==> src/rtl/wp_pkg.sv <==
package wp_pkg;
    localparam int PLATTERS = 2;

    typedef enum logic {
        DB_STEADY = 1'b0,
        DB_VERIFY = 1'b1
    } db_state_t;

    typedef enum logic {
        FP_TRACK  = 1'b0,
        FP_FROZEN = 1'b1
    } fp_state_t;
endpackage

==> src/rtl/wp_sync2.sv <==
module wp_sync2 #(
    parameter int W = 2
) (
    input  logic         clk,
    input  logic         rst,
    input  logic [W-1:0] d,
    output logic [W-1:0] q
);
    logic [W-1:0] meta_q;
    logic [W-1:0] sync_q;

    always_ff @(posedge clk) begin
        if (rst) begin
            meta_q <= '0;
            sync_q <= '0;
        end else begin
            meta_q <= d;
            sync_q <= meta_q;
        end
    end

    assign q = sync_q;
endmodule

==> src/rtl/wp_debounce.sv <==
module wp_debounce
    import wp_pkg::*;
#(
    parameter int DEB_CYC = 4
) (
    input  logic clk,
    input  logic rst,
    input  logic lvl,
    input  logic strap,
    output logic prot
);
    localparam int CW = $clog2(DEB_CYC + 1);
    localparam logic [CW-1:0] LAST = CW'(DEB_CYC - 1);

    db_state_t      st_q, st_d;
    logic [CW-1:0]  cnt_q, cnt_d;
    logic           lat_q, lat_d;

    always_comb begin
        st_d  = st_q;
        cnt_d = cnt_q;
        lat_d = lat_q;
        if (strap) begin
            st_d  = DB_STEADY;
            cnt_d = '0;
            lat_d = 1'b0;
        end else begin
            unique case (st_q)
                DB_STEADY: begin
                    if (lvl != lat_q) begin
                        st_d  = DB_VERIFY;
                        cnt_d = CW'(1);
                    end
                end
                DB_VERIFY: begin
                    if (lvl == lat_q) begin
                        st_d  = DB_STEADY;
                        cnt_d = '0;
                    end else if (cnt_q == LAST) begin
                        lat_d = lvl;
                        st_d  = DB_STEADY;
                        cnt_d = '0;
                    end else begin
                        cnt_d = cnt_q + 1'b1;
                    end
                end
                default: st_d = DB_STEADY;
            endcase
        end
    end

    always_ff @(posedge clk) begin
        if (rst) begin
            st_q  <= DB_STEADY;
            cnt_q <= '0;
            lat_q <= 1'b0;
        end else begin
            st_q  <= st_d;
            cnt_q <= cnt_d;
            lat_q <= lat_d;
        end
    end

    assign prot = lat_q;

    // strap clears the latch on the next edge
    assert_strap_clears_R4: assert property (@(posedge clk) disable iff (rst)
        strap |=> !lat_q);

    // the latch only ever moves to the level it was comparing against
    assert_latch_moves_to_input_R2: assert property (@(posedge clk) disable iff (rst)
        !strap |=> (lat_q == $past(lat_q)) || (lat_q == $past(lvl)));

    // a latch change is always preceded by a verify state
    assert_change_needs_verify_R3: assert property (@(posedge clk) disable iff (rst)
        (!strap && st_q == DB_STEADY) |=> (lat_q == $past(lat_q)));
endmodule

==> src/rtl/wp_fp_mode.sv <==
module wp_fp_mode
    import wp_pkg::*;
(
    input  logic                clk,
    input  logic                rst,
    input  logic [PLATTERS-1:0] prot,
    input  logic                sel_lower,
    input  logic                sel_lower_n,
    input  logic                wr_active,
    input  logic                erase_active,
    output logic                fp
);
    fp_state_t st_q, st_d;
    logic      busy;
    logic      routed;
    logic      fp_q, fp_d;

    assign busy   = wr_active | erase_active;
    assign routed = (sel_lower & prot[1]) | (sel_lower_n & prot[0]);

    always_comb begin
        st_d = st_q;
        unique case (st_q)
            FP_TRACK:  if (busy)  st_d = FP_FROZEN;
            FP_FROZEN: if (!busy) st_d = FP_TRACK;
            default:   st_d = FP_TRACK;
        endcase
    end

    always_comb begin
        fp_d = fp_q;
        if (!busy) fp_d = routed;
    end

    always_ff @(posedge clk) begin
        if (rst) begin
            st_q <= FP_TRACK;
            fp_q <= 1'b0;
        end else begin
            st_q <= st_d;
            fp_q <= fp_d;
        end
    end

    assign fp = fp_q;

    // frozen while an operation is active
    assert_hold_during_op_R7: assert property (@(posedge clk) disable iff (rst)
        (wr_active || erase_active) |=> $stable(fp_q));

    // loads the routed latch when idle
    assert_load_when_idle_R6: assert property (@(posedge clk) disable iff (rst)
        (!wr_active && !erase_active) |=> (fp_q == $past(routed)));

    // first idle edge after an operation takes the current selection
    assert_resume_after_op_R8: assert property (@(posedge clk) disable iff (rst)
        (st_q == FP_FROZEN && !wr_active && !erase_active) |=> (fp_q == $past(routed) && st_q == FP_TRACK));
endmodule

==> src/rtl/wp_status.sv <==
module wp_status
    import wp_pkg::*;
#(
    parameter int DEB_CYC = 4
) (
    input  logic       clk,
    input  logic       rst,
    input  logic [1:0] sw_prot,
    input  logic [1:0] strap_dis,
    input  logic       sel_lower,
    input  logic       sel_lower_n,
    input  logic       wr_active,
    input  logic       erase_active,
    output logic [1:0] lamp_on,
    output logic       file_protected
);
    logic [PLATTERS-1:0] sw_sync;
    logic [PLATTERS-1:0] prot;

    wp_sync2 #(.W(PLATTERS)) u_sync (
        .clk (clk),
        .rst (rst),
        .d   (sw_prot),
        .q   (sw_sync)
    );

    for (genvar p = 0; p < PLATTERS; p++) begin : g_plat
        wp_debounce #(.DEB_CYC(DEB_CYC)) u_deb (
            .clk   (clk),
            .rst   (rst),
            .lvl   (sw_sync[p]),
            .strap (strap_dis[p]),
            .prot  (prot[p])
        );
    end

    wp_fp_mode u_mode (
        .clk          (clk),
        .rst          (rst),
        .prot         (prot),
        .sel_lower    (sel_lower),
        .sel_lower_n  (sel_lower_n),
        .wr_active    (wr_active),
        .erase_active (erase_active),
        .fp           (file_protected)
    );

    assign lamp_on = prot;

    // reset clears lamps and status
    assert_reset_clear_R1: assert property (@(posedge clk)
        rst |=> (lamp_on == 2'b00 && !file_protected));
endmodule

==> config.mk <==
export PLATFORM = sky130hd
export DESIGN_NAME = wp_status
export DESIGN_NICKNAME = d
export VERILOG_FILES = /design/src/rtl/wp_pkg.sv /design/src/rtl/wp_sync2.sv /design/src/rtl/wp_debounce.sv /design/src/rtl/wp_fp_mode.sv /design/src/rtl/wp_status.sv
export SDC_FILE = /design/constraint.sdc
export NUM_CORES = 1
export LEC_CHECK = 0
export BUFFER_PORTS_ARGS = -buffer_cell sky130_fd_sc_hd__buf_2
export CAP_MARGIN = 20
export CORE_MARGIN = 3
export CORE_UTILIZATION = 45
export CTS_CLUSTER_SIZE = 40
export DETAILED_ROUTE_END_ITERATION = 7
export GPL_ROUTABILITY_DRIVEN = 0
export GPL_TIMING_DRIVEN = 0
export PLACE_DENSITY = 0.7
export RECOVER_POWER = 100
export SLEW_MARGIN = 20
export SYNTH_ARGS = -nofsm -noshare
export SYNTH_HDL_FRONTEND = slang
export SYNTH_SLANG_ARGS = --single-unit
==> constraint.sdc <==
create_clock -name clk -period 1 [get_ports clk]
set_clock_uncertainty 0.05 [all_clocks]
set_input_delay 0.2 -clock clk [delete_from_list [all_inputs] [get_ports clk]]
set_output_delay 0.2 -clock clk [all_outputs]
set_load 0.02 [all_outputs]
==> out/qor.csv <==
metric,value,unit
status,finished with violations,
violated checks,setup timing,
final wirelength,1.11,mm
Row Count,12,
Fill cells,93,
Pins Over Slew Limit,0,
Worst Max-Slew Pin Slew,0.357,ns
fraction of layout cells with a size suffix above 1,44.9,%
routed via count,477,
Ports,13,
drt first pass iters,4,
post-place setup slack,-0.101,ns
RSZ-0062 raised after global routing,true,
CTS tree,yes,
Mapped Nets,74,
final core occ,69.3,%
routed len/inst,12.1,um
Synth area leader,dfxtp_1,
count of final hold-check violations,0,
CP startpoint kind,flop,
reg2reg setup slack,-0.07,ns
GRT overflow,0,
"Primary FF master, synth",dfxtp_1,
maximum clock frequency,0.874,GHz
"Async S/R FF share, synth",0,%
total leakage power,0.345,nW
switching share of power,22.4,%
final worst path period need,1.14,ns
"Area growth, synth to finish",32.5,%
clock buffer depth,2,
Final period util,114,%
Root Buffer,clkbuf_4,
Post-Syn Area,628,um^2
Slew headroom,76.2,%
Sequential Power Share,60.0,%
Seq. cell area,319,um^2
area fraction of the dominant cell type after synthesis,47.8,%
global-route wire length before repair,2.00,mm
clk sinks,15,
Mapped Cells,62,
Reg-to-Reg End,g_plat[0].u_deb.cnt_q[1]$_SDFFE_PP0P_,
sequential-to-total area share from yosys stat,47.8,%
Iter 0 DRT Violations,5,
DR DRC count,0,
Max-Cap Viols,0,
vias in the first global route,466,
pin count of the biggest net entering global routing,10,
setup TNS,-0.504,ns
total power,0.00102,W
Initial Utilization,52.3,%
post-DP HPWL,719,um
Worst Reg2Reg Path Length in Cells,3,
Total Die Area,0.00188,mm^2
Net Sw Power,0.000230,W
multi-input gate area in the final layout,362,um^2
H-tree levels,1,
initial antenna violation count,0,
critical path class,flop to output pin,
Num CTS Buffers,3,
Setup crit end,lamp_on[1],
ANT nets after route,0,
Int Pwr,0.000795,W
Hold Path Depth,2,
Worst R2R Start,u_sync.q[0]$_SDFF_PP0_,
"Data arrival, critical path",0.89,ns
Power Dens Cells,1230,mW/mm^2
most common cell in the netlist,dfxtp_1,
CP max FO,4,
Die Wd,43.4,um
Port Buffers,11,
Core Area,0.00120,mm^2
synthesized flop and latch total,15,
total track usage,14.3,%
Setup crit end kind,output pin,
Skew-Pair Late Insertion Delay,0.29,ns
Vias/cell,5.18,
yosys warns,0,
Yosys cell types,22,
final setup margin,-0.144,ns
Hold Slack,0.0284,ns
Syn Area/Cell,10.1,um^2
Layout Nets,91,
WP data required,0.75,ns
clock share of power,33.6,%
Finish-stage setup viols,6,
critical path startpoint,g_plat[1].u_deb.prot$_SDFFE_PP0P_,
clk slew on worst S/H paths,0.09,ns
Tightest Hold Check Type,primary input to flop,
Post-synth EDFFs,0,
Die Height,43.4,um
largest cells by area after synthesis,"dfxtp_1 48%, xor2_2 5.2%, nand3b_1 4.8%",
count of antenna diodes in the layout,0,
Comb pwr share,6.4,%
maximum VDD drop,0.00113,V
==> power groups by stage <==
stage	logic, W	clock network, W	registers, W
after CTS	0.0000615	0.000350	0.000616
after global routing	0.0000725	0.000395	0.000617
final	0.0000657	0.000344	0.000615
after floorplan	0.0000302	0	0.000634
after global placement	0.0000550	0	0.000632
after detailed placement	0.0000569	0	0.000632
==> what timing repair did <==
item / 4_1_cts / 5_1_grt
hold endpoints to repair: 0 / 0
gates resized for setup: 23 / 6
gates cloned: 0 / 0
setup buffers: 1 / 0
setup endpoints to repair: 11 / 12
hold buffers: 0 / 0
pin swaps: 2 / 3
==> worst min-delay path by stage <==
stage                      start                                end
floorplan           strap_dis[0]  g_plat[0].u_deb.prot$_SDFFE_PP0P_
global placement    strap_dis[0]  g_plat[0].u_deb.prot$_SDFFE_PP0P_
detailed placement  strap_dis[0]  g_plat[0].u_deb.prot$_SDFFE_PP0P_
CTS                 strap_dis[0]  g_plat[0].u_deb.prot$_SDFFE_PP0P_
global route        strap_dis[0]  g_plat[0].u_deb.prot$_SDFFE_PP0P_
finish              strap_dis[1]  g_plat[1].u_deb.prot$_SDFFE_PP0P_
==> cell families (layout without fill, tap and decap cells) <==
family / count (synthesis) / count (layout) / share of synthesized area (%)
XOR/XNOR: 2 / 2 / 5.18
AND/OR/NAND/NOR: 28 / 28 / 27.3
flip-flops: 15 / 15 / 47.8
adder cells (fa/ha/maj): 2 / 2 / 3.98
AO/OA/AOI/OAI: 10 / 10 / 9.56
buffers and inverters: 3 / 19 / 2.99
multiplexers: 2 / 2 / 3.19
==> registers in the layout, indices dropped and copies added (netlist names) <==
signal              count
g_plat.u_deb.cnt_q      6
g_plat.u_deb.prot       2
g_plat.u_deb.st_q       2
u_sync.meta_q           2
u_sync.q                2
u_mode.fp               1
==> final cells by class <==
| type | instances | share of cell area [%] |
|---|---|---|
| clock buffer | 4 | 3.16 |
| sequential | 15 | 38.3 |
| buffer | 3 | 3.16 |
| tap | 14 | 2.11 |
| multi-input combinational | 44 | 43.5 |
| timing repair buffer | 12 | 9.77 |
==> cells in the final DEF (no fill, tap or decap), types with 3 or more instances in the layout <==
cell type  n
dfxtp_2    6
nor2_1     4
buf_6      5
nand2b_1   4
buf_2      8
nand3b_1   4
dfxtp_1    6
dfxtp_4    3
clkbuf_4   3
nor2b_1    4
==> metrics by stage <==
step	cells	cell area (um^2)
after floorplan	62	632
after global placement	87	704
after detailed placement	87	704
after CTS	92	808
after global routing	92	832
final	92	832
==> metal layers <==
metal / global-route usage (%) / routed length [um]
met5: 0 / 0
met4: 3.61 / 0
met3: 7.47 / 90
met2: 20.1 / 525
met1: 19.3 / 495
==> worst max-delay path, cell delays in order (launching register included) <==
cell and delay [ns]:
dfxtp_4 0.37, buf_6 0.12, buf_6 0.12
Note: power is estimated with default switching activity, not from simulation.
